**src/rtl/smb_seq_pkg.sv**
```systemverilog
package smb_seq_pkg;
  typedef enum logic [2:0] {
    OP_START = 3'd0, OP_RSTART = 3'd1, OP_WRITE = 3'd2, OP_READ = 3'd3, OP_STOP = 3'd4
  } bus_op_e;

  typedef enum logic [3:0] {
    T_QUICK = 4'd0, T_SEND = 4'd1, T_RECV = 4'd2, T_WRB = 4'd3, T_RDB = 4'd4,
    T_WRW = 4'd5, T_RDW = 4'd6, T_PCALL = 4'd7, T_BLKW = 4'd8, T_BLKR = 4'd9,
    T_BPCALL = 4'd10
  } txn_e;

  typedef enum logic [1:0] {
    ST_OK = 2'd0, ST_NACK = 2'd1, ST_PROTO = 2'd2, ST_PEC = 2'd3
  } status_e;

  typedef enum logic [3:0] {
    PH_IDLE, PH_START, PH_ADDRW, PH_CMD, PH_WCNT, PH_WDATA, PH_RSTART,
    PH_ADDRR, PH_RCNT, PH_RDATA, PH_PECW, PH_PECR, PH_STOP
  } phase_e;

  typedef struct packed {
    logic       quick;
    logic       addr_rd;
    logic       has_cmd;
    logic       wr_blk;
    logic [1:0] wr_fix;
    logic       has_rs;
    logic       rd_blk;
    logic [1:0] rd_fix;
  } plan_t;
endpackage

```
**src/rtl/smb_plan_decode.sv**
```systemverilog
module smb_plan_decode
  import smb_seq_pkg::*;
(
  input  logic [3:0] type_i,
  output plan_t      plan_o,
  output logic       legal_o,
  output logic       short_o
);
  always_comb begin
    plan_o  = '0;
    legal_o = 1'b1;
    short_o = 1'b0;
    case (type_i)
      T_QUICK:  plan_o.quick = 1'b1;
      T_SEND:   plan_o.wr_fix = 2'd1;
      T_RECV:   begin plan_o.addr_rd = 1'b1; plan_o.rd_fix = 2'd1; end
      T_WRB:    begin plan_o.has_cmd = 1'b1; plan_o.wr_fix = 2'd1; end
      T_RDB:    begin plan_o.has_cmd = 1'b1; plan_o.has_rs = 1'b1; plan_o.rd_fix = 2'd1; end
      T_WRW:    begin plan_o.has_cmd = 1'b1; plan_o.wr_fix = 2'd2; end
      T_RDW:    begin plan_o.has_cmd = 1'b1; plan_o.has_rs = 1'b1; plan_o.rd_fix = 2'd2; end
      T_PCALL:  begin
        plan_o.has_cmd = 1'b1; plan_o.wr_fix = 2'd2;
        plan_o.has_rs  = 1'b1; plan_o.rd_fix = 2'd2;
      end
      T_BLKW:   begin plan_o.has_cmd = 1'b1; plan_o.wr_blk = 1'b1; end
      T_BLKR:   begin plan_o.has_cmd = 1'b1; plan_o.has_rs = 1'b1; plan_o.rd_blk = 1'b1; end
      T_BPCALL: begin
        plan_o.has_cmd = 1'b1; plan_o.wr_blk = 1'b1;
        plan_o.has_rs  = 1'b1; plan_o.rd_blk = 1'b1;
        short_o = 1'b1;
      end
      default:  legal_o = 1'b0;
    endcase
  end
endmodule

```
**src/rtl/smb_crc8_step.sv**
```systemverilog
module smb_crc8_step #(
  parameter logic [7:0] POLY = 8'h07
) (
  input  logic [7:0] crc_i,
  input  logic [7:0] byte_i,
  output logic [7:0] crc_o
);
  always_comb begin
    crc_o = crc_i ^ byte_i;
    for (int b = 0; b < 8; b++) begin
      crc_o = crc_o[7] ? ((crc_o << 1) ^ POLY) : (crc_o << 1);
    end
  end
endmodule

```
**src/rtl/smb_txn_seq.sv**
```systemverilog
module smb_txn_seq
  import smb_seq_pkg::*;
#(
  parameter  int unsigned MAX_BLK = 32,
  localparam int unsigned CW      = $clog2(MAX_BLK + 1)
) (
  input  logic                 clk_i,
  input  logic                 rst_ni,
  input  logic                 req_i,
  input  logic [3:0]           type_i,
  input  logic [6:0]           addr_i,
  input  logic [7:0]           cmd_i,
  input  logic [CW-1:0]        wcount_i,
  input  logic [8*MAX_BLK-1:0] wdata_i,
  input  logic                 pec_en_i,
  output logic                 busy_o,
  output logic                 done_o,
  output logic [1:0]           status_o,
  output logic                 rd_valid_o,
  output logic [CW-1:0]        rd_idx_o,
  output logic [7:0]           rd_data_o,
  output logic [CW-1:0]        count_o,
  output logic                 eng_valid_o,
  output logic [2:0]           eng_op_o,
  output logic [7:0]           eng_wdata_o,
  output logic                 eng_ack_o,
  input  logic                 eng_done_i,
  input  logic [7:0]           eng_rdata_i,
  input  logic                 eng_nack_i
);
  phase_e               phase_q, ph_wr, end_w;
  plan_t                plan_q, plan_d;
  logic                 legal_d, short_d, bad_req, crc_upd, rd_phase;
  logic [6:0]           addr_q;
  logic [7:0]           cmd_q, crc_q, crc_nx, crc_in, rd_data_q;
  logic [8*MAX_BLK-1:0] wbuf_q;
  logic [CW-1:0]        wcnt_q, lim_q, lim_d, left_q, widx_q, ridx_q, rd_idx_q;
  logic                 pec_q, done_q, rd_valid_q;
  status_e              status_q;

  smb_plan_decode u_dec (.type_i(type_i), .plan_o(plan_d), .legal_o(legal_d), .short_o(short_d));

  assign lim_d   = short_d ? CW'(MAX_BLK - 1) : CW'(MAX_BLK);
  assign bad_req = !legal_d || (plan_d.wr_blk && (wcount_i == '0 || wcount_i > lim_d));

  // byte operation presented to the engine
  always_comb begin
    eng_op_o    = OP_STOP;
    eng_wdata_o = '0;
    eng_ack_o   = 1'b0;
    unique case (phase_q)
      PH_START:  eng_op_o = OP_START;
      PH_ADDRW:  begin
        eng_op_o    = OP_WRITE;
        eng_wdata_o = {addr_q, plan_q.quick ? wbuf_q[0] : plan_q.addr_rd};
      end
      PH_CMD:    begin eng_op_o = OP_WRITE; eng_wdata_o = cmd_q; end
      PH_WCNT:   begin eng_op_o = OP_WRITE; eng_wdata_o = 8'(wcnt_q); end
      PH_WDATA:  begin eng_op_o = OP_WRITE; eng_wdata_o = wbuf_q[{widx_q, 3'b000} +: 8]; end
      PH_RSTART: eng_op_o = OP_RSTART;
      PH_ADDRR:  begin eng_op_o = OP_WRITE; eng_wdata_o = {addr_q, 1'b1}; end
      PH_RCNT:   begin eng_op_o = OP_READ; eng_ack_o = 1'b1; end
      PH_RDATA:  begin eng_op_o = OP_READ; eng_ack_o = (left_q != CW'(1)) || pec_q; end
      PH_PECW:   begin eng_op_o = OP_WRITE; eng_wdata_o = crc_q; end
      PH_PECR:   eng_op_o = OP_READ;
      default:   eng_op_o = OP_STOP;
    endcase
  end

  assign eng_valid_o = phase_q != PH_IDLE;
  assign busy_o      = phase_q != PH_IDLE;
  assign rd_phase    = phase_q inside {PH_RCNT, PH_RDATA};
  assign crc_upd     = phase_q inside {PH_ADDRW, PH_CMD, PH_WCNT, PH_WDATA, PH_ADDRR, PH_RCNT, PH_RDATA};
  assign crc_in      = rd_phase ? eng_rdata_i : eng_wdata_o;

  smb_crc8_step #(.POLY(8'h07)) u_crc (.crc_i(crc_q), .byte_i(crc_in), .crc_o(crc_nx));

  always_comb begin
    end_w = pec_q ? PH_PECW : PH_STOP;
    if (plan_q.wr_blk)           ph_wr = PH_WCNT;
    else if (plan_q.wr_fix != 0) ph_wr = PH_WDATA;
    else if (plan_q.has_rs)      ph_wr = PH_RSTART;
    else                         ph_wr = end_w;
  end

  always_ff @(posedge clk_i or negedge rst_ni) begin
    if (!rst_ni) begin
      phase_q  <= PH_IDLE;   plan_q     <= '0;  addr_q    <= '0;  cmd_q    <= '0;
      wbuf_q   <= '0;        wcnt_q     <= '0;  lim_q     <= '0;  left_q   <= '0;
      widx_q   <= '0;        ridx_q     <= '0;  rd_idx_q  <= '0;  crc_q    <= '0;
      pec_q    <= 1'b0;      done_q     <= 1'b0; rd_valid_q <= 1'b0; rd_data_q <= '0;
      status_q <= ST_OK;
    end else begin
      done_q     <= 1'b0;
      rd_valid_q <= 1'b0;
      if (phase_q == PH_IDLE) begin
        if (req_i) begin
          plan_q <= plan_d;  addr_q <= addr_i;  cmd_q <= cmd_i;  wbuf_q <= wdata_i;
          wcnt_q <= wcount_i; lim_q <= lim_d;   pec_q <= pec_en_i;
          widx_q <= '0;  ridx_q <= '0;  crc_q <= '0;  status_q <= ST_OK;
          if (bad_req) begin
            status_q <= ST_PROTO;
            done_q   <= 1'b1;
          end else begin
            phase_q <= PH_START;
          end
        end
      end else if (eng_done_i) begin
        if (crc_upd) crc_q <= crc_nx;
        if (eng_op_o == OP_WRITE && eng_nack_i) begin
          status_q <= ST_NACK;
          phase_q  <= PH_STOP;
        end else begin
          unique case (phase_q)
            PH_START: phase_q <= PH_ADDRW;
            PH_ADDRW: begin
              if (plan_q.quick)        phase_q <= PH_STOP;
              else if (plan_q.addr_rd) begin phase_q <= PH_RDATA; left_q <= CW'(plan_q.rd_fix); end
              else if (plan_q.has_cmd) phase_q <= PH_CMD;
              else begin phase_q <= ph_wr; left_q <= CW'(plan_q.wr_fix); end
            end
            PH_CMD:   begin phase_q <= ph_wr; left_q <= CW'(plan_q.wr_fix); end
            PH_WCNT:  begin phase_q <= PH_WDATA; left_q <= wcnt_q; end
            PH_WDATA: begin
              widx_q <= widx_q + 1'b1;
              if (left_q == CW'(1)) phase_q <= plan_q.has_rs ? PH_RSTART : end_w;
              else                  left_q  <= left_q - 1'b1;
            end
            PH_RSTART: phase_q <= PH_ADDRR;
            PH_ADDRR: begin
              if (plan_q.rd_blk) phase_q <= PH_RCNT;
              else begin phase_q <= PH_RDATA; left_q <= CW'(plan_q.rd_fix); end
            end
            PH_RCNT: begin
              if (eng_rdata_i == 8'd0 || eng_rdata_i > 8'(lim_q)) begin
                status_q <= ST_PROTO;
                phase_q  <= PH_STOP;
              end else begin
                phase_q <= PH_RDATA;
                left_q  <= CW'(eng_rdata_i);
              end
            end
            PH_RDATA: begin
              rd_valid_q <= 1'b1;
              rd_data_q  <= eng_rdata_i;
              rd_idx_q   <= ridx_q;
              ridx_q     <= ridx_q + 1'b1;
              if (left_q == CW'(1)) phase_q <= pec_q ? PH_PECR : PH_STOP;
              else                  left_q  <= left_q - 1'b1;
            end
            PH_PECW: phase_q <= PH_STOP;
            PH_PECR: begin
              if (eng_rdata_i != crc_q) status_q <= ST_PEC;
              phase_q <= PH_STOP;
            end
            default: begin
              phase_q <= PH_IDLE;
              done_q  <= 1'b1;
            end
          endcase
        end
      end
    end
  end

  assign done_o     = done_q;
  assign status_o   = status_q;
  assign rd_valid_o = rd_valid_q;
  assign rd_idx_o   = rd_idx_q;
  assign rd_data_o  = rd_data_q;
  assign count_o    = ridx_q;

  // presented operation held until the engine completes it
  p_op_hold_r14: assert property (@(posedge clk_i) disable iff (!rst_ni)
    eng_valid_o && !eng_done_i |=> eng_valid_o && $stable(eng_op_o) && $stable(eng_wdata_o) && $stable(eng_ack_o));

  // target refusal on a written byte leads straight to stop
  p_nack_stop_r10: assert property (@(posedge clk_i) disable iff (!rst_ni)
    eng_valid_o && eng_done_i && eng_op_o == 3'(OP_WRITE) && eng_nack_i |=> eng_valid_o && eng_op_o == 3'(OP_STOP));

  // completed stop gives done and idle next cycle
  p_done_after_stop_r13: assert property (@(posedge clk_i) disable iff (!rst_ni)
    eng_valid_o && eng_done_i && eng_op_o == 3'(OP_STOP) |=> done_o && !busy_o);

  // first operation of every transaction is a start
  p_open_start_r1: assert property (@(posedge clk_i) disable iff (!rst_ni)
    $rose(busy_o) |-> eng_op_o == 3'(OP_START));

  // read index stays inside the block limit
  p_rd_idx_r6: assert property (@(posedge clk_i) disable iff (!rst_ni)
    rd_valid_o |-> rd_idx_o < CW'(MAX_BLK));
endmodule

```
**config.mk**
```make
export PLATFORM = sky130hd
export DESIGN_NAME = smb_txn_seq
export DESIGN_NICKNAME = d
export VERILOG_FILES = /design/src/rtl/smb_seq_pkg.sv /design/src/rtl/smb_plan_decode.sv /design/src/rtl/smb_crc8_step.sv /design/src/rtl/smb_txn_seq.sv
export SDC_FILE = /design/constraint.sdc
export NUM_CORES = 1
export LEC_CHECK = 0
export BUFFER_PORTS_ARGS = -buffer_cell sky130_fd_sc_hd__buf_2
export CAP_MARGIN = 5
export CORE_MARGIN = 2
export CORE_UTILIZATION = 30
export CTS_CLUSTER_DIAMETER = 80
export CTS_CLUSTER_SIZE = 14
export DETAILED_ROUTE_END_ITERATION = 8
export PLACE_DENSITY = 0.57
export SYNTH_ARGS = -nofsm -noshare
export SYNTH_HDL_FRONTEND = slang
export SYNTH_SLANG_ARGS = --single-unit
```
**constraint.sdc**
```tcl
create_clock -name clk_i -period 6.3 [get_ports clk_i]
set_clock_uncertainty 0.15 [all_clocks]
set_input_delay 0 -clock clk_i [delete_from_list [all_inputs] [get_ports clk_i]]
set_output_delay 0 -clock clk_i [all_outputs]
set_load 0.02 [all_outputs]
```
After elaboration in Yosys (flattened, before gate mapping)
Index checks and enable logic that the tools add are counted.
- memories: 0
- bits in read-only memories: 0
- memory bits (writable): 0
- bits in latches: 0
- bits in registers: 342
- shift-type cells: 1
- bitwise operators: 11
- magnitude comparators: 2
- div/mod/pow operators: 0
- multiply operators: 0
- mux-type cells: 80
- reduce and logical (&&, ||, !) cells: 43
- equal/unequal tests: 37
- $add $sub $neg: 3
- operator list (kind ; count):
    $shiftx 256x10->8 ; 1
    $mux 6 ; 16
    $mux 4 ; 13
    $pmux 8 s6 ; 1
    $mux 8 ; 5
    $pmux 4 s10 ; 1
    $pmux 6 s6 ; 1
    $mux 3 ; 11
    $eq 4x3->1 const B ; 8
    $eq 4x4->1 const B ; 7
    $not 3->3 ; 8
    $reduce_or 11->1 ; 2
    $mux 1 ; 20
    $eq 4x2->1 const B ; 4
    $reduce_or 2->1 ; 8
    $mux 2 ; 7
    $ne 2x2->1 const B ; 7
    $add 6x1->6 const B ; 2
    $ne 4x1->1 const B ; 3
    $pmux 2 s2 ; 3
    $pmux 3 s4 ; 1
    $reduce_and 4->1 ; 3
    $reduce_bool 2->1 ; 6
    $reduce_and 5->1 ; 2
    29 further kinds ; 37

Depth between registers and ports, before layout
Gate-level depths: netlist (run 1).
- word-level depth: 23
- mapped depth: 14
- mapped depth without buffers: 13

Hierarchy
A second synthesis (run 1) with hierarchy kept.
- cell total of the unflattened synthesis: 1876
- area, all modules: 16995.0 µm²
- by module, submodules not included (module ; instances ; cells each ; area an instance (µm²) ; seq. area each (µm²)):
    smb_txn_seq ; 1 ; 1832 ; 16631.0 ; 8458.1
    smb_crc8_step ; 1 ; 20 ; 212.7 ; 0.0
    smb_plan_decode ; 1 ; 24 ; 151.4 ; 0.0

Worst setup path after synthesis (run 1)
OpenSTA, ideal clock, no wires.
- path kind: register -> register
- from: register widx_q[0]
- to: register crc_q[6]
- stages on the path, launching flop included: 12
- path buffers: 2
- path slack: 3075 ps
- arrival time: 2954 ps
- cell sequence: dfrtp_1 -> buf_6 -> buf_6 -> mux4_2 -> a22oi_1 -> nand2_1 -> a311o_1 -> a21oi_1 -> xnor2_1 -> xnor3_1 -> xor2_1 -> a22o_1
- elaborated cells on any way between the ends: 12
- classes of those cells: shift: 1; mux: 8; bitwise: 3
- RTL lines (what ; RTL line ; RTL):
    start: declaration ; smb_txn_seq.sv:37 ; logic [CW-1:0] wcnt_q, lim_q, lim_d, left_q, widx_q, ridx_q, rd_idx_q;
    start signal: assignment ; smb_txn_seq.sv:125 ; widx_q <= widx_q + 1'b1;
    $shiftx 256x10->8 ; smb_txn_seq.sv:59 ; PH_WDATA: begin eng_op_o = OP_WRITE; eng_wdata_o = wbuf_q[{widx_q, 3'b000} +: 8]; end
    $pmux 8 s6 ; smb_txn_seq.sv:51 ; unique case (phase_q)
    net eng_wdata_o[4] ; smb_txn_seq.sv:25 ; output logic [7:0] eng_wdata_o,
    $mux 8 ; smb_txn_seq.sv:74 ; assign crc_in = rd_phase ? eng_rdata_i : eng_wdata_o;
    $xor 8x8->8 ; smb_crc8_step.sv:9 ; crc_o = crc_i ^ byte_i;
    $mux 3 ; smb_crc8_step.sv:11 ; crc_o = crc_o[7] ? ((crc_o << 1) ^ POLY) : (crc_o << 1);
    $mux 8 ; smb_txn_seq.sv:109 ; if (crc_upd) crc_q <= crc_nx;
    $mux 8 ; smb_txn_seq.sv:108 ; end else if (eng_done_i) begin
    $mux 8 ; smb_txn_seq.sv:96 ; if (phase_q == PH_IDLE) begin
    end signal: assignment ; smb_txn_seq.sv:109 ;
    end: declaration ; smb_txn_seq.sv:35 ; logic [7:0] cmd_q, crc_q, crc_nx, crc_in, rd_data_q;
The timed path passes the listed nets, and every way through them passes these cells. The select of a mux whose other input is x is not followed.
A chain may end at the register's enable or synchronous reset.

Worst setup path after layout (run 1)
- from: register phase_q[3]
- to: register plan_q[0] (netlist name)
- cells in the longest elaborated chain, start to end: 2
- RTL lines (what ; RTL line ; RTL):
    start: declaration ; smb_txn_seq.sv:31 ; phase_e phase_q, ph_wr, end_w;
    start signal: assignment ; smb_txn_seq.sv:120 ; else begin phase_q <= ph_wr; left_q <= CW'(plan_q.wr_fix); end
    start signal: assignment ; smb_txn_seq.sv:122 ; PH_CMD: begin phase_q <= ph_wr; left_q <= CW'(plan_q.wr_fix); end
    start signal: assignment ; smb_txn_seq.sv:126 ; if (left_q == CW'(1)) phase_q <= plan_q.has_rs ? PH_RSTART : end_w;
    $logic_not 4->1 ; smb_txn_seq.sv:96 ;
    $reduce_and 2->1 (no source line) ; -- ;
    end signal: assignment ; smb_txn_seq.sv:98 ; plan_q <= plan_d; addr_q <= addr_i; cmd_q <= cmd_i; wbuf_q <= wdata_i;
    end: declaration ; smb_txn_seq.sv:32 ; plan_t plan_q, plan_d;
Every way passes these cells.

==> results.yml, run 1 <==
clocking:
  cts_tree: "built"
  htreeDepth: 1
  clock-root-buffer: "clkbuf_16"
  clk_pin_slew_ns: 0.07
  cts.sinks: 338
  clk_latency_ns: 0.57
  cts_made_buffers: 29
  post_cts_resize_count: 0
  cts.path.max_buffers: 3
  hold_buffers: 360
  postCtsSetupBuffers: 0
layout:
  final_nets: 2774
  drive_gt1_share_pct: 19.0
  final_cell_area_um2: 23500
  syn_to_final_growth_pct: 39.9
  layout.cells.non_filler: 3217
  multi_input_area_um2: 7780
  register_area_um2: 8470
  fillCellCount: 5265
synth:
  synth.area.top_cells: "dfrtp_1 (50%), nand2_1 (19%), mux4_2 (7.0%)"
  yosysWarnings: 0
  synth-simple-area-share_pct: 24.4
  synthCells: 1839
  syn_nets: 2150
  ys_ff_latch: 338
  synth.top_cell.area_share_pct: 50.3
  synth-compound-area-share_pct: 7.90
  ys.flop_type: "dfrtp_1"
  synth-xor-area-share_pct: 2.39
  synth_top_family_by_area: "simple AND/OR/NAND/NOR gates"
  async_reset_ff_share_pct: 100
  synth.avg_cell_area_um2: 9.14
  yosysSeqAreaShare_pct: 50.3
  synth-adder-area-share_pct: 1.19
  ys_types: 71
  synth-edff-count: 0
  synth_mux_area_share_pct: 10.4
  synth.largest_area_cell: "dfrtp_1"
  syn_area_um2: 16800
  synth_common_cells: "nand2_1 (872), dfrtp_1 (338), clkbuf_1 (92)"
  synth.most_common_cell: "nand2_1"
timing:
  fin_setup_tns_ns: 0
  relSlewSlack_pct: 22.0
  finalSetupViolCount: 0
  slew_viol_final: 0
  worst_slack_ns: 1.98
  fin_crit_ns: 4.32
  hold_viol_final: 0
  rsz0062_at_grt: "false"
  worst_pin_slew_ns: 1.17
  whs_ns: 0.0197
  fmax_ghz: 0.231
  period_share_pct: 68.6
run:
  max-cap-violations: 0
worst_hold_path:
  worstHoldPathType: "input port to flop"
  holdPathEnd: "wbuf_q[81]$_DFFE_PN0P_"
  hold_path.startpoint: "wdata_i[81]"
  hold_depth: 4
routing:
  vias: 16006
  antenna_left: 0
  dr.pass1.iters: 5
  drt-total-wl_mm: 63.5
  drtIter0Drc: 1246
  drc: 0
  routed_via_density: 4.98
  drt-wirelength-per-cell_um: 19.7
critical_path:
  r2r.worst_path.cells: 6
  cp_max_fo: 87
  critPathKind: "flop to flop"
  slowest_stage: "nor3_1"
  critical-path-top-delay-family: "simple AND/OR/NAND/NOR gates"
  critPathBufInv: 2
  critical_path_depth: 6
  startpoint_type: "flop"
  worstPathRequired_ns: 6.66
  arrival_ns: 4.68
  reg2reg_from: "phase_q[3]$_DFFE_PN0P_"
  r2r_end: "plan_q[0]$_DFFE_PN0P_"
  cp_cell_sequence: "or2_2, nor3_1, nand2_4, buf_4, o41ai_1, dlygate4sd3_1"
  max_stage_delay_ns: 0.67
  endpoint_kind: "flop"
  regToRegSetupSlack_ns: 1.98
placement:
  dp_hpwl_mm: 42.9
  routabilityCongestion: 0.884
  place_inst: 2820
  portBuffers: 332
  place_ws_ns: 2.07
  placed_area_um2: 19100
die:
  coreArea_um2: 55200
  dieArea_um2: 57900
  fp.dieW_um: 241
  num_rows: 86
  die_y_um: 241
  pin_count: 333
  start_util_pct: 30.4
global_route:
  antenna_found_initial: 2
  grt_pass1_wl_mm: 96.2
  grt.overflow.total: 0
  track_usage_pct: 21.8
  grt_pass1_vias: 16749
  grt_max_degree: 175
power:
  ir_worst_vdd_uv: 174
  power_leakage_nw: 11.6
  p_per_area_nw_per_um2: 425
status:
  outcome: "finished, final reports clean"
## worst register-to-register path: stages (launching register included)
cell and delay (ns):
dfrtp_1 0.66, or2_2 0.46, nor3_1 0.67, nand2_4 0.63, buf_4 0.61, o41ai_1 0.49, dlygate4sd3_1 0.59
## registers in the layout, summed over array words and instances, names as in the netlist
register and count:
plan_q 10, wcnt_q 6, left_q 6, lim_q 2
status_o 2, pec_q 1, rd_valid_o 1, rd_idx_o 6
phase_q 4, widx_q 6, cmd_q 8, rd_data_o 8
done_o 1, addr_q 7, count_o 6, wbuf_q 256
crc_q 8
## report_power, final
group | switching [mW] | internal [mW]
registers | 0.792 | 3.15
clock network | 0.816 | 0.874
logic | 2.39 | 1.97
total | 4.00 | 5.99
## stage by stage
step | power [mW] | util (%)
global route | 10.7 | 42.6
CTS | 10.0 | 42.6
floorplan | 6.73 | -
global placement | 8.03 | 34.6
finish | 9.99 | 42.6
detailed placement | 8.12 | 34.6
## kinds of logic (layout without fill, tap and decap cells)
family	Yosys count	in the layout
DFF	338	338
buffers and inverters	132	761
and+or+nand+nor	1019	1019
adders and majority gates	16	16
muxes	104	104
other	0	1
AOI/OAI and AO/OA	192	192
xor gates and xnor gates	38	38
## per-layer routing
layer  global-route usage (%)  vias up  routed length, um
met1                     28.4     7834              26900
met5                        0        -                  0
met3                     4.17      171               4120
met4                     7.94        0               2420
li1                         -     7355                  -
met2                     36.0      646              30000
## area by class of cell
type | instances | area share, %
flip-flops and latches | 338 | 36.0
multi-input cells | 1369 | 33.1
repair buffers | 707 | 23.2
well taps | 748 | 3.98
clock buffers | 32 | 3.18
inverters | 18 | 0.287
clock inverters | 4 | 0.234
diodes | 1 | 0.0106
## how the worst max path moves through the flow
stage                                      start                    end  slack [ns]
after CTS                  widx_q[1]$_DFFE_PN0P_   crc_q[2]$_DFFE_PN0P_        2.04
after detailed placement   widx_q[0]$_DFFE_PN0P_   crc_q[3]$_DFFE_PN0P_        2.07
after global placement     widx_q[0]$_DFFE_PN0P_   crc_q[6]$_DFFE_PN0P_        2.11
after floorplan            widx_q[0]$_DFFE_PN0P_   crc_q[6]$_DFFE_PN0P_        3.08
final                     phase_q[3]$_DFFE_PN0P_  plan_q[0]$_DFFE_PN0P_        1.98
after global routing      phase_q[3]$_DFFE_PN0P_  plan_q[0]$_DFFE_PN0P_        1.68
## layout by cell type, fill, tap and decap left out, drive strengths merged, types with 29 or more instances in the layout
cell,instances
a21oi,38
buf,348
clkbuf,32
dfrtp,338
dlygate4sd3,359
mux2i,29
mux4,53
nand2,872
nor2,37
o21ai,41
Note: power is estimated with default switching activity, not from simulation.
==> run 2: changes to the inputs <==
PLACE_DENSITY = 0.58   (was 0.57)
clock period = 3.65 ns   (was 6.3 ns; I/O delays follow)
==> run 2 against run 1 <==
Effect of this change: clock power rose by 85%; setup slack got worse by 1.8 ns; sequential share of layout area fell by 2.9 points; non-clock buffer count rose by 198; maximum frequency rose by 24%; critical path type unchanged; global-route usage rose by 2.0 points; combinational power rose by 94%; largest cell class unchanged; critical endpoint is now crc_q[2]$_DFFE_PN0P_; first-iteration DRC count rose by 28%; count of clock-buffer cells in the layout rose by 4.
==> results.yml, run 2 (synthesis results as in run 1) <==
run:
  max-cap-violations: 0
routing:
  routed_via_density: 4.97
  dr.pass1.iters: 5
  vias: 17046
  antenna_left: 0
  drt-wirelength-per-cell_um: 20.5
  drtIter0Drc: 1595
  drt-total-wl_mm: 70.2
  drc: 0
worst_hold_path:
  holdPathEnd: "wbuf_q[161]$_DFFE_PN0P_"
  hold_depth: 4
  hold_path.startpoint: "wdata_i[161]"
  worstHoldPathType: "input port to flop"
layout:
  register_area_um2: 8470
  mostFrequentLayoutCells: "nand2_1 (871), dlygate4sd3_1 (492), dfrtp_1 (336)"
  finalCoreUtilization_pct: 46.3
  syn_to_final_growth_pct: 52.1
  multi_input_area_um2: 7780
  final_common_cell: "nand2_1"
  fillCellCount: 4957
  top_register: "wbuf_q"
  top_regs: "wbuf_q (256), plan_q (10)"
  drive_gt1_share_pct: 20.2
  final_nets: 2973
  largest_register_ffs: 256
global_route:
  grt.overflow.total: 0
  use_met3_pct: 3.23
  grt_busiest_layer: "met2"
  grt_pass1_wl_mm: 104
  grt_max_degree: 88
  antenna_found_initial: 5
  grt_use_met2_pct: 39.6
  track_usage_pct: 23.8
  grtUsageMet1_pct: 30.7
  grt_pass1_vias: 17744
timing:
  worst_pin_slew_ns: 0.832
  fin_crit_ns: 3.47
  rsz0062_at_grt: "false"
  hold_viol_final: 0
  whs_ns: 0.00417
  slew_viol_final: 0
  period_share_pct: 95.1
  fmax_ghz: 0.288
  relSlewSlack_pct: 44.6
  finalSetupViolCount: 0
  fin_setup_tns_ns: 0
critical_path:
  r2r.worst_path.cells: 11
  worstPathRequired_ns: 3.97
  regToRegSetupSlack_ns: 0.18
  r2r_end: "crc_q[2]$_DFFE_PN0P_"
  startpoint_type: "flop"
  reg2reg_from: "widx_q[0]$_DFFE_PN0P_"
  endpoint_kind: "flop"
  arrival_ns: 3.79
  cp_max_fo: 22
  critPathKind: "flop to flop"
clocking:
  cts_tree: "built"
  htreeDepth: 1
  post_cts_resize_count: 0
  cts.path.max_buffers: 3
  clk_latency_ns: 0.62
  cts_made_buffers: 30
  cts.sinks: 338
  clk_pin_slew_ns: 0.07
  clock-root-buffer: "clkbuf_16"
die:
  pin_count: 333
  start_util_pct: 30.4
  coreArea_um2: 55200
  fp.dieW_um: 241
  num_rows: 86
  die_y_um: 241
  dieArea_um2: 57900
power:
  clkPwrFrac_pct: 16.9
  ir_worst_vdd_uv: 408
  pwr-share-comb_pct: 46.1
  internal-power_mw: 11.1
  p_per_area_nw_per_um2: 720
  power_switching_mw: 7.30
  power_frac_seq_pct: 37.0
  power_leakage_nw: 12.5
  switching_share_pct: 39.7
status:
  outcome: "finished, final reports clean"
placement:
  portBuffers: 332
  routabilityCongestion: 0.967
  dp_hpwl_mm: 45.9
## run 2: cell count changes in the layout (fill, tap and decap cells not counted), sizes merged
| cell | previous run | this run |
|---|---|---|
| dlygate4sd3 | 359 | 492 |
| buf | 348 | 413 |
| diode | 1 | 8 |
| clkbuf | 32 | 36 |
| clkinv | 1 | 3 |
| clkinvlp | 1 | 0 |
| inv | 19 | 20 |
## run 2: critical path, cell delays in order, from the launching register on
cell	delay (ns)
dfrtp_4	0.44
buf_12	0.22
buf_12	0.19
mux4_2	0.52
a22o_1	0.29
a211o_1	0.31
a311oi_2	0.29
xnor2_1	0.20
xor2_1	0.27
xnor2_2	0.10
xor2_1	0.14
a22o_1	0.19
## run 2: power groups by stage
stage,Combinational (mW),Sequential (mW),Clock [mW]
finish,8.47,6.81,3.12
global route,9.28,6.95,3.31
CTS,8.39,6.74,3.18
detailed placement,7.89,6.78,0
global placement,7.77,6.81,0
floorplan,5.38,6.24,0
## run 2: final cells by class
class / count / share of cell area (%)
Sequential cell: 338 / 33.1
Multi-Input combinational cell: 1369 / 30.5
Timing Repair Buffer: 905 / 28.9
Tap cell: 748 / 3.66
Clock buffer: 36 / 3.14
Clock inverter: 6 / 0.377
Inverter: 18 / 0.264
Antenna cell: 8 / 0.0783
## run 2: what timing repair did
action                                 4_1_cts  5_1_grt
hold buffers                               493        0
buffers inserted                             0        0
endpoints found under the hold margin      477        0
## run 2: how the worst max path moves through the flow
stage	start	endpoint	slack, ns	cells past startpoint
after floorplan	widx_q[0]$_DFFE_PN0P_	crc_q[6]$_DFFE_PN0P_	0.43	11
after global routing	widx_q[0]$_DFFE_PN0P_	crc_q[2]$_DFFE_PN0P_	0.008	11
after global placement	widx_q[0]$_DFFE_PN0P_	crc_q[6]$_DFFE_PN0P_	0.19	10
final	widx_q[0]$_DFFE_PN0P_	crc_q[2]$_DFFE_PN0P_	0.18	11
after CTS	widx_q[0]$_DFFE_PN0P_	crc_q[2]$_DFFE_PN0P_	0.14	11
after detailed placement	widx_q[0]$_DFFE_PN0P_	crc_q[2]$_DFFE_PN0P_	0.19	11
## run 2: per-stage QoR
step                      cells  instance area [um^2]  total power, mW  setup slack [ns]
after detailed placement   2885                 19700             14.7             0.189
after global routing       3425                 25600             19.5           0.00815
final                      3428                 25600             18.4             0.178
after global placement     2885                 19700             14.6             0.193
after CTS                  3420                 25500             18.3             0.137
after floorplan            1839                 16800             11.6             0.425
## run 2: routing by layer
layer  wire [um]  share of wire (%)
met5           0                  0
met4        3510                5.0
met3        4050                5.8
met2       33500                 48
met1       29100                 42
==> run 3: changes to the inputs <==
CTS_BUF_LIST = sky130_fd_sc_hd__clkbuf_8   (was default)
==> run 3 against run 2 <==
Effect of this change: the flow now stops in clock tree synthesis (4_1_cts); synthesized area stayed put; synthesized cell count stayed put.
==> results.yml, run 3 <==
status:
  error_line: "[ERROR RSZ-0060] Max buffer count reached."
  stop_stage: "clock tree synthesis (4_1_cts)"
  outcome: "aborted with a tool error"
die:
  pin_count: 333
  die_y_um: 241
  fp.dieW_um: 241
  num_rows: 86
  start_util_pct: 30.4
placement:
  place_ws_ns: 0.189
  dp_hpwl_mm: 45.9
  portBuffers: 332
  routabilityCongestion: 0.967
synth:
  synth.area.top_cells: "dfrtp_1 (50%), nand2_1 (19%), mux4_2 (7.0%)"
  ys.flop_type: "dfrtp_1"
  ys_ff_latch: 338
  synth.top_cell.area_share_pct: 50.3
  yosysWarnings: 0
  ys_types: 71
  synth-edff-count: 0
  syn_nets: 2150
  synthCells: 1839
  yosysSeqAreaShare_pct: 50.3
  synth.largest_area_cell: "dfrtp_1"
  synth.avg_cell_area_um2: 9.14
  synth_common_cells: "nand2_1 (872), dfrtp_1 (338), clkbuf_1 (92)"
  synth.most_common_cell: "nand2_1"
  async_reset_ff_share_pct: 100
  syn_area_um2: 16800
clocking:
  clock-root-buffer: "clkbuf_8"
  postCtsSetupBuffers: 0
  cts.sinks: 338
  cts_made_buffers: 30
  post_cts_resize_count: 0
  cts.path.max_buffers: 3
  hold_buffers: 587
  htreeDepth: 1
[run 3: cell counts after synthesis]
Identical to the previous run, type by type.
[run 3: per-stage QoR]
stage	utilization, %	hold slack (ns)	area, um^2	cells
after floorplan	-	-0.446	16800	1839
after global placement	35.7	0.00351	19700	2885
after detailed placement	35.7	0.0231	19700	2885
[run 3: cells by family after synthesis]
family          Yosys count  synth area share, %
simple gates           1019                 24.4
flops                   338                 50.3
compound gates          192                 7.90
buf+inv                 132                 3.41
mux                     104                 10.4
xor+xnor                 38                 2.39
fa+ha+maj                16                 1.19
==> run 4: changes to the inputs <==
CORE_UTILIZATION = 20   (was 30)
CTS_BUF_LIST = default   (was sky130_fd_sc_hd__clkbuf_8)
CTS_CLUSTER_DIAMETER = default   (was 80)
CTS_CLUSTER_SIZE = default   (was 14)
PLACE_DENSITY = default   (was 0.58)
PLACE_DENSITY_LB_ADDON = 0.15   (was default)
clock period = 4.7 ns   (was 3.65 ns; I/O delays follow)
==> run 4 against run 3 <==
Effect of this change: the run now ends clean.
==> results.yml, run 4 (synthesis results as in run 1) <==
status:
  outcome: "finished, final reports clean"
layout:
  syn_to_final_growth_pct: 50.4
  register_area_um2: 8470
  num_antenna_cells: 0
  top_regs: "wbuf_q (256), plan_q (10)"
  final_nets: 2862
  final_common_cell: "nand2_1"
  finalCoreUtilization_pct: 30.3
  largest_register_ffs: 256
  drive_gt1_share_pct: 20.0
  fillCellCount: 8752
  multi_input_area_um2: 7780
  top_register: "wbuf_q"
  mostFrequentLayoutCells: "nand2_1 (871), dlygate4sd3_1 (414), dfrtp_1 (335)"
clocking:
  clk_latency_ns: 0.59
  cts.path.max_buffers: 3
  cts_made_buffers: 44
  post_cts_resize_count: 0
  cts_tree: "built"
  clk_pin_slew_ns: 0.06
  postCtsSetupBuffers: 0
  htreeDepth: 2
  clock-root-buffer: "clkbuf_16"
  cts.sinks: 338
  hold_buffers: 415
critical_path:
  r2r.worst_path.cells: 10
  critPathKind: "flop to flop"
  arrival_ns: 4.26
  startpoint_type: "flop"
  reg2reg_from: "widx_q[0]$_DFFE_PN0P_"
  r2r_end: "crc_q[3]$_DFFE_PN0P_"
  regToRegSetupSlack_ns: 0.75
  worstPathRequired_ns: 5.01
  cp_max_fo: 30
  endpoint_kind: "flop"
worst_hold_path:
  hold_depth: 4
  hold_path.startpoint: "wdata_i[225]"
  holdPathEnd: "wbuf_q[225]$_DFFE_PN0P_"
  worstHoldPathType: "input port to flop"
timing:
  period_share_pct: 84.1
  fin_setup_tns_ns: 0
  whs_ns: 0.0200
  slew_viol_final: 0
  fin_crit_ns: 3.95
  finalSetupViolCount: 0
  worst_pin_slew_ns: 1.17
  fmax_ghz: 0.253
  rsz0062_at_grt: "false"
  relSlewSlack_pct: 21.9
  hold_viol_final: 0
  worst_slack_ns: 0.749
global_route:
  grt_pass1_vias: 16565
  grt_pass1_wl_mm: 107
  grt_max_degree: 132
  grt.overflow.total: 0
  antenna_found_initial: 2
  track_usage_pct: 16.6
routing:
  drtIter0Drc: 1008
  vias: 15984
  drt-wirelength-per-cell_um: 19.6
  drc: 0
  antenna_left: 0
  routed_via_density: 4.37
  drt-total-wl_mm: 71.9
  dr.pass1.iters: 7
run:
  max-cap-violations: 0
placement:
  routabilityCongestion: 0.855
  place_ws_ns: 0.712
  portBuffers: 332
  dp_hpwl_mm: 52.9
die:
  dieArea_um2: 86400
  fp.dieW_um: 294
  pin_count: 333
  coreArea_um2: 83400
  die_y_um: 294
  start_util_pct: 20.1
  num_rows: 106
power:
  clkPwrFrac_pct: 22.6
  p_per_area_nw_per_um2: 588
  internal-power_mw: 9.04
  power_leakage_nw: 12.2
  ir_worst_vdd_uv: 262
  power_frac_seq_pct: 36.7
  power_switching_mw: 5.82
  pwr-share-comb_pct: 40.7
  switching_share_pct: 39.2
-- run 4: through the flow --
| step | power [mW] | area (um^2) | instances |
|---|---|---|---|
| final | 14.9 | 25300 | 3660 |
| after global routing | 16.0 | 25300 | 3660 |
| after CTS | 15.1 | 25300 | 3660 |
| after detailed placement | 11.3 | 19700 | 3170 |
| after global placement | 11.3 | 19700 | 3170 |
| after floorplan | 9.02 | 16800 | 1839 |
-- run 4: final cells by class --
type	count	share of cell area, %
clock buffers	61	4.77
clock inverters	14	0.827
inverters	18	0.267
multi-input cells	1369	30.8
flip-flops and latches	338	33.5
well taps	1080	5.35
repair buffers	780	24.5
-- run 4: power groups by stage --
stage                     Clock, mW  Combinational (mW)  Sequential [mW]
after detailed placement          0                5.78             5.51
after global routing           3.61                6.73             5.62
after floorplan                   0                4.18             4.85
final                          3.36                6.05             5.45
after CTS                      3.48                6.14             5.48
after global placement            0                5.72             5.56
-- run 4: layer usage --
layer	share of wire (%)	vias to the layer above	wire length, um	GRT usage, %
li1	-	7569	-	-
met1	44	7921	31700	21.9
met2	49	409	34900	28.1
met3	4.8	83	3430	2.71
met4	2.5	2	1790	4.38
met5	0.017	-	12	0
-- run 4: worst max-delay path: stages, from the launching register on --
cell and delay (ns):
dfrtp_4 0.84, buf_12 0.26, mux4_2 0.51, mux2i_1 0.23, nor2_1 0.07, nand4b_1 0.32, a221oi_2 0.36, xnor2_1 0.22
xnor2_1 0.20, xor3_1 0.45, a22o_1 0.20
-- run 4: worst max-delay path by stage --
| stage | from | to | slack (ns) | cells past startpoint |
|---|---|---|---|---|
| 6_report | widx_q[0]$_DFFE_PN0P_ | crc_q[3]$_DFFE_PN0P_ | 0.75 | 10 |
| 5_1_grt | widx_q[0]$_DFFE_PN0P_ | crc_q[3]$_DFFE_PN0P_ | 0.48 | 10 |
| 4_1_cts | widx_q[0]$_DFFE_PN0P_ | crc_q[3]$_DFFE_PN0P_ | 0.70 | 10 |
| 3_5_place_dp | widx_q[0]$_DFFE_PN0P_ | crc_q[3]$_DFFE_PN0P_ | 0.71 | 10 |
| 3_3_place_gp | widx_q[0]$_DFFE_PN0P_ | crc_q[6]$_DFFE_PN0P_ | 0.72 | 10 |
| 2_1_floorplan | widx_q[0]$_DFFE_PN0P_ | crc_q[6]$_DFFE_PN0P_ | 1.48 | 11 |
